<file path="config.mk">
export PLATFORM = sky130hd
export DESIGN_NAME = seq_light_ctrl
export DESIGN_NICKNAME = d
export VERILOG_FILES = /design/src/rtl/seq_light_ctrl.sv
export SDC_FILE = /design/constraint.sdc
export NUM_CORES = 1
export LEC_CHECK = 0
export BUFFER_PORTS_ARGS = -buffer_cell sky130_fd_sc_hd__buf_2
export CAP_MARGIN = 20
export CORE_MARGIN = 8
export CORE_UTILIZATION = 50
export DETAILED_ROUTE_END_ITERATION = 16
export PLACE_DENSITY = 0.71
export REMOVE_ABC_BUFFERS = 1
export SLEW_MARGIN = 20
export SYNTH_ARGS = -nofsm -noshare
export SYNTH_HDL_FRONTEND = slang
export SYNTH_SLANG_ARGS = --single-unit
</file>
<file path="constraint.sdc">
create_clock -name clk -period 4.5 [get_ports clk]
set_input_delay 0.675 -clock clk [delete_from_list [all_inputs] [get_ports clk]]
set_output_delay 0.675 -clock clk [all_outputs]
set_load 0.01 [all_outputs]
</file>
<file path="src/rtl/seq_light_ctrl.sv">
module seq_light_ctrl #(
  parameter int TICKS_HALF  = 500,
  parameter int TICKS_Q     = 125,
  parameter int STARTUP_CYC = 16
) (
  input  logic       clk,
  input  logic       rst_n,
  input  logic       chip_en,
  input  logic [2:0] ch_req,
  input  logic       thermal_trip,
  input  logic       undervolt,
  input  logic [1:0] ss_sel,
  input  logic [1:0] idle_sel,
  input  logic       tick,
  output logic [2:0] mode,
  output logic [2:0] ch_on,
  output logic       cfg_load,
  output logic       conv_en,
  output logic       nvm_wr_ok
);
  localparam logic [2:0] M_OFF  = 3'd0;
  localparam logic [2:0] M_BOOT = 3'd1;
  localparam logic [2:0] M_IDLE = 3'd2;
  localparam logic [2:0] M_SOFT = 3'd3;
  localparam logic [2:0] M_RUN  = 3'd4;

  localparam int SS_MAX  = TICKS_HALF * 4;
  localparam int ID_MAX  = TICKS_Q * 8;
  localparam int T_MAX   = (SS_MAX > ID_MAX) ? SS_MAX : ID_MAX;
  localparam int ALL_MAX = (T_MAX > STARTUP_CYC) ? T_MAX : STARTUP_CYC;
  localparam int CNT_W   = $clog2(ALL_MAX + 1);

  logic [CNT_W-1:0] cnt, cnt_nx, ss_lim, idle_lim;
  logic [2:0] mode_nx, grant_nx;
  logic fault, any_req;

  assign fault   = thermal_trip | undervolt;
  assign any_req = |ch_req;

  always_comb begin
    case (ss_sel)
      2'd1:    ss_lim = CNT_W'(TICKS_HALF);
      2'd2:    ss_lim = CNT_W'(TICKS_HALF * 2);
      default: ss_lim = CNT_W'(TICKS_HALF * 4);
    endcase
    case (idle_sel)
      2'd0:    idle_lim = CNT_W'(TICKS_Q);
      2'd1:    idle_lim = CNT_W'(TICKS_Q * 2);
      2'd2:    idle_lim = CNT_W'(TICKS_Q * 4);
      default: idle_lim = CNT_W'(TICKS_Q * 8);
    endcase
  end

  always_comb begin
    mode_nx = mode;
    cnt_nx  = cnt;
    case (mode)
      M_OFF:
        if (chip_en) begin
          mode_nx = M_BOOT;
          cnt_nx  = '0;
        end
      M_BOOT:
        if (cnt == CNT_W'(STARTUP_CYC - 1)) begin
          mode_nx = M_IDLE;
          cnt_nx  = '0;
        end else begin
          cnt_nx = cnt + 1'b1;
        end
      M_IDLE:
        if (!fault && any_req) begin
          mode_nx = (ss_sel == 2'd0) ? M_RUN : M_SOFT;
          cnt_nx  = '0;
        end
      M_SOFT:
        if (fault) begin
          mode_nx = M_IDLE;
        end else if (tick) begin
          if (cnt == ss_lim - 1'b1) begin
            mode_nx = M_RUN;
            cnt_nx  = '0;
          end else begin
            cnt_nx = cnt + 1'b1;
          end
        end
      M_RUN:
        if (fault) begin
          mode_nx = M_IDLE;
        end else if (any_req) begin
          cnt_nx = '0;
        end else if (tick) begin
          if (cnt == idle_lim - 1'b1) begin
            mode_nx = M_IDLE;
            cnt_nx  = '0;
          end else begin
            cnt_nx = cnt + 1'b1;
          end
        end
      default: mode_nx = M_OFF;
    endcase
    if (!chip_en) begin
      mode_nx = M_OFF;
      cnt_nx  = '0;
    end
  end

  always_comb begin
    grant_nx = '0;
    if (mode_nx == M_RUN) begin
      if (|(ch_on & ch_req)) grant_nx = ch_on;
      else if (ch_req[0])    grant_nx = 3'b001;
      else if (ch_req[1])    grant_nx = 3'b010;
      else if (ch_req[2])    grant_nx = 3'b100;
    end
  end

  always_ff @(posedge clk or negedge rst_n) begin
    if (!rst_n) begin
      mode  <= M_OFF;
      cnt   <= '0;
      ch_on <= '0;
    end else begin
      mode  <= mode_nx;
      cnt   <= cnt_nx;
      ch_on <= grant_nx;
    end
  end

  assign cfg_load  = (mode == M_BOOT);
  assign conv_en   = (mode == M_SOFT) || (mode == M_RUN);
  assign nvm_wr_ok = (mode == M_IDLE);
endmodule

</file>
After elaboration in Yosys (flattened, before gate mapping)

Index checks and enable logic that the tools add are counted.

Bits in read-only memories: 0
Bits of input ports: 13
Bits in latches: 0
Output and inout bits: 9
Register bits after elaboration: 17
Memories: 0
Memory bits (writable): 0

$lt $le $gt $ge: 0
Multiply operators: 0
Reductions and logical operators: 9
Shift operators: 0
Bitwise operators: 2
Eq/ne operators: 19
Div/mod/pow operators: 0
Muxes and demuxes: 30
Add/subtract/negate cells: 3

Operators by type and width:

| kind                    | number |
|---|---|
| $mux W11                | 10 |
| $pmux W11 S5            | 1 |
| $mux W3                 | 16 |
| $pmux W10 S3            | 1 |
| $eq A11 B11 Y1          | 2 |
| $pmux W11 S2            | 1 |
| $sub A11 B1 Y11 const B | 2 |
| $pmux W3 S5             | 1 |
| $add A11 B1 Y11 const B | 1 |
| $eq A11 B4 Y1 const B   | 1 |
| $ne A3 B3 Y1 const B    | 3 |
| $eq A3 B2 Y1 const B    | 2 |
| $eq A3 B3 Y1 const B    | 2 |
| $ne A6 B1 Y1 const B    | 1 |
| $reduce_and A6 Y1       | 1 |
| $reduce_or A3 Y1        | 2 |
| $eq A2 B1 Y1 const B    | 2 |
| $eq A2 B2 Y1 const B    | 2 |
| $logic_not A2 Y1        | 2 |
| $ne A4 B4 Y1 const B    | 1 |
| $and A3 B3 Y3           | 1 |
| $eq A3 B1 Y1 const B    | 1 |
| $logic_not A3 Y1        | 1 |
| $ne A3 B2 Y1 const B    | 1 |
| 5 further kinds         | 5 |

Depth between registers and ports, before layout

Depth after elaboration: 12
Depth in mapped cells: 8

Least setup slack after synthesis

OpenSTA, ideal clock, no wires.

Kind: input to register
From: input ss_sel[1]
To: register cnt[2]
Data arrival time: 2.117 ns
Buffers on the path: 0
Data required time: 4.373 ns
Slack: 2.256 ns
Stages on the path: 8
Cells stage by stage: inv_1 ha_1 nor4bb_1 nor2_1 nor4_2 a211oi_2 nor2_4 a21oi_1

Longest elaborated chain between the ends: 9

RTL lines:

| what                                                | line | source |
|---|---|---|
| from (decl)                                         | 12   | `input logic [1:0] ss_sel,` |
| $eq A2 B2 Y1 / $eq A2 B1 Y1 (equally long branches) | 41   | `case (ss_sel)` |
| $pmux W11 S2 (*)                                    | 41   |  |
| $sub A11 B1 Y11 (*)                                 | 79   | `if (cnt == ss_lim - 1'b1) begin` |
| $eq A11 B11 Y1 (*)                                  | 79   |  |
| $mux W11 (*)                                        | 79   |  |
| $mux W11 (*)                                        | 78   | `end else if (tick) begin` |
| $mux W11 (*)                                        | 76   | `if (fault) begin` |
| $pmux W11 S5 (*)                                    | 57   | `case (mode)` |
| $mux W11 (*)                                        | 101  | `if (!chip_en) begin` |
| to (signal assigned)                                | 124  | `cnt <= cnt_nx;` |
| to (decl)                                           | 33   | `logic [CNT_W-1:0] cnt, cnt_nx, ss_lim, idle_lim;` |

Mark *: on every way between the ends. The rest lies on a longest branch, timed or not. The select of a mux whose other input is x is not followed.
A chain may end at the register's enable or synchronous reset.

Worst setup path after layout

From: input ss_sel[0]
To: register cnt[2]

Same word-level chain as after synthesis.

==> metrics <==
Horiz. Die Dim=70.59 um; Resized Gates After CTS=0; GR Overflow Total=0; drt wl/cell=14.86 um; vias in the first global route=1282; setup_tns=0 ns; Final Hold Fails=0; die area=4983 um^2; Placer Congestion=0.9109; worst path arrival time=2.49 ns; Worst Hold Class=in2async; routed length on met3=139 um; Die Y=70.59 um; Fin Hold WS=0.2924 ns; WL met2=1679 um; final antenna-violating net count=0; Unique masters post-synth=47; # rows=20; root buf cell=clkbuf_4; H-tree depth=1; initial antenna violation count=0; DP Area=1584 um^2; worst slew pin tran=0.6895 ns; Avg Cell Area, Syn=8.515 um^2; Pwr Density=169.9 nW/um^2; Design Area, Final=1612 um^2; Worst-Skew Late Latency=0.28 ns; Initial Util=50.47%; post-DP HPWL=2563 um; largest net degree at the start of global routing=18; fin crit share=52.06%; DRT iter0 DRCs=174; DR vias/cell=6.004; Peak VDD IR=0.1691 mV; Layout Nets=214; Num CTS Buffers=3; DRC=0; max-cap viol count=0; Worst Path Required=4.65 ns; Synth async-reset ratio=100.0%; clock-pin slew on the worst setup and hold paths=0.10 ns; Max Transition Viols Final=0; Ports=22; Final WS setup=2.157 ns; Synth Cell Area=1490 um^2; nature of the critical path startpoint=input pin; Setup crit end kind=register; Crit Path Category=in2reg; fin util=54.58%; Clock Path Buffers=2; gr usage total=13.48%; first-pass GRT wire length=5727 um; Via Count=1345; leak pwr=0.7217 nW; Final min period=2.343 ns; Yosys warning total=0; CTS tree=built; layout cell share with drive strength beyond 1=18.85%; 1st-pass router iterations=4; Synth Instances=175; area of the core=2953 um^2; Area growth syn-to-layout=8.145%; hold_buf cts=0; RSZ-0062 raised after global routing=no; final number of setup-violating endpoints=0; worst slack, placed=1.849 ns; Peak Freq=0.4268 GHz; ant diodes=0; CP Max Fanout=8; WL final=3329 um; Slew headroom=53.68%; Post-synth EDFFs=0; part of the Yosys area used for sequential elements=28.55%; WL met1=1467 um; Post CTS Setup Buffer Count=0; status=complete, no violations; most frequent cells in the layout=buf_2, nand2_1, dfrtp_1; flops & latches, synth=17; clk sinks=17; Max Used Layer=met4; leading cell type in the layout, fill and taps excluded=buf_2; Port Buffers=21; Synth Flop Type=dfrtp_1; Worst Skew=0.006240 ns
## logic make-up (layout without fill, tap and decap cells)
family                     Yosys count  after routing  share of synthesized area [%]
and+or+nand+nor                     78             78                          32.58
AOI/OAI and AO/OA                   40             40                          17.04
DFF                                 17             17                          28.55
buffers and inverters               16             32                          5.289
xor gates and xnor gates            13             13                          7.641
adders and majority gates            9              9                          7.557
muxes                                2              2                          1.343
## final cells by class
class	count	area [um^2]
Fill cell	266	1341
Timing Repair Buffer	21	105.1
Sequential cell	17	425.4
Clock buffer	3	22.52
Multi-Input combinational cell	142	985.9
Inverter	7	26.28
Clock inverter	1	5.005
Tap cell	33	41.29
## metal layers
metal	vias up	global-route usage, %
li1	660	-
met1	649	16.40
met2	32	22.78
met3	4	2.542
met4	0	5.312
met5	-	0
## where the power goes
| part | total, mW | internal [mW] | switching (mW) | leakage [nW] |
|---|---|---|---|---|
| registers | 0.156 | 0.154 | 0.00251 | 0.234 |
| logic | 0.0385 | 0.0158 | 0.0227 | 0.470 |
| clock network | 0.0789 | 0.0330 | 0.0459 | 0.0177 |
| total | 0.274 | 0.203 | 0.0711 | 0.722 |
## synth_stat cells (3+ instances only)
cell / count / area (um^2)
nand2_1: 20 / 75.07
dfrtp_1: 17 / 425.4
a21oi_1: 12 / 60.06
nor2_1: 10 / 37.54
ha_1: 9 / 112.6
inv_1: 7 / 26.28
xor2_1: 7 / 61.31
nor3_1: 6 / 30.03
o21ai_0: 6 / 30.03
xnor2_1: 6 / 52.55
nand3_1: 5 / 25.02
o21ai_1: 5 / 25.02
a31oi_1: 4 / 25.02
clkbuf_1: 4 / 15.01
nand4_1: 4 / 25.02
a21o_1: 3 / 22.52
and2_1: 3 / 18.77
buf_2: 3 / 15.01
nand2b_1: 3 / 18.77
nor3b_1: 3 / 22.52
nor4bb_1: 3 / 30.03
## flip-flops by register name, summed over array words and instances (netlist names)
signal,count
cnt,11
ch_on,3
mode,3
## worst max-delay path, cell delays in order
cell,delay [ns]
buf_2,0.10
inv_1,0.04
ha_1,0.29
nor4bb_1,0.30
nor2_1,0.08
nor4_2,0.43
a211oi_2,0.20
nor2_4,0.26
a21oi_1,0.11
## path summary, 6_finish.rpt
| check | startpoint | to | slack, ns | cells past startpoint |
|---|---|---|---|---|
| worst max-delay path | ss_sel[0] | cnt[2]$_DFFE_PN0P_ | 2.16 | 9 |
| worst min-delay path | rst_n | mode[2]$_DFF_PN0_ | 0.29 | 1 |
| worst max register to register | cnt[3]$_DFFE_PN0P_ | cnt[2]$_DFFE_PN0P_ | 2.44 | 6 |
| worst min register to register | ch_on[2]$_DFFE_PN0P_ | ch_on[2]$_DFFE_PN0P_ | 0.57 | 2 |
| max in group asynchronous | rst_n | cnt[3]$_DFFE_PN0P_ | 3.93 | 1 |
| min in group clk | ch_on[2]$_DFFE_PN0P_ | ch_on[2]$_DFFE_PN0P_ | 0.57 | 2 |
## metrics by stage
step | instances | power [mW]
after floorplan | 166 | 0.1810
after global placement | 220 | 0.1966
after detailed placement | 220 | 0.1979
after CTS | 224 | 0.2769
after global routing | 224 | 0.2884
final | 224 | 0.2738
Power figures use the tool's default switching activity.
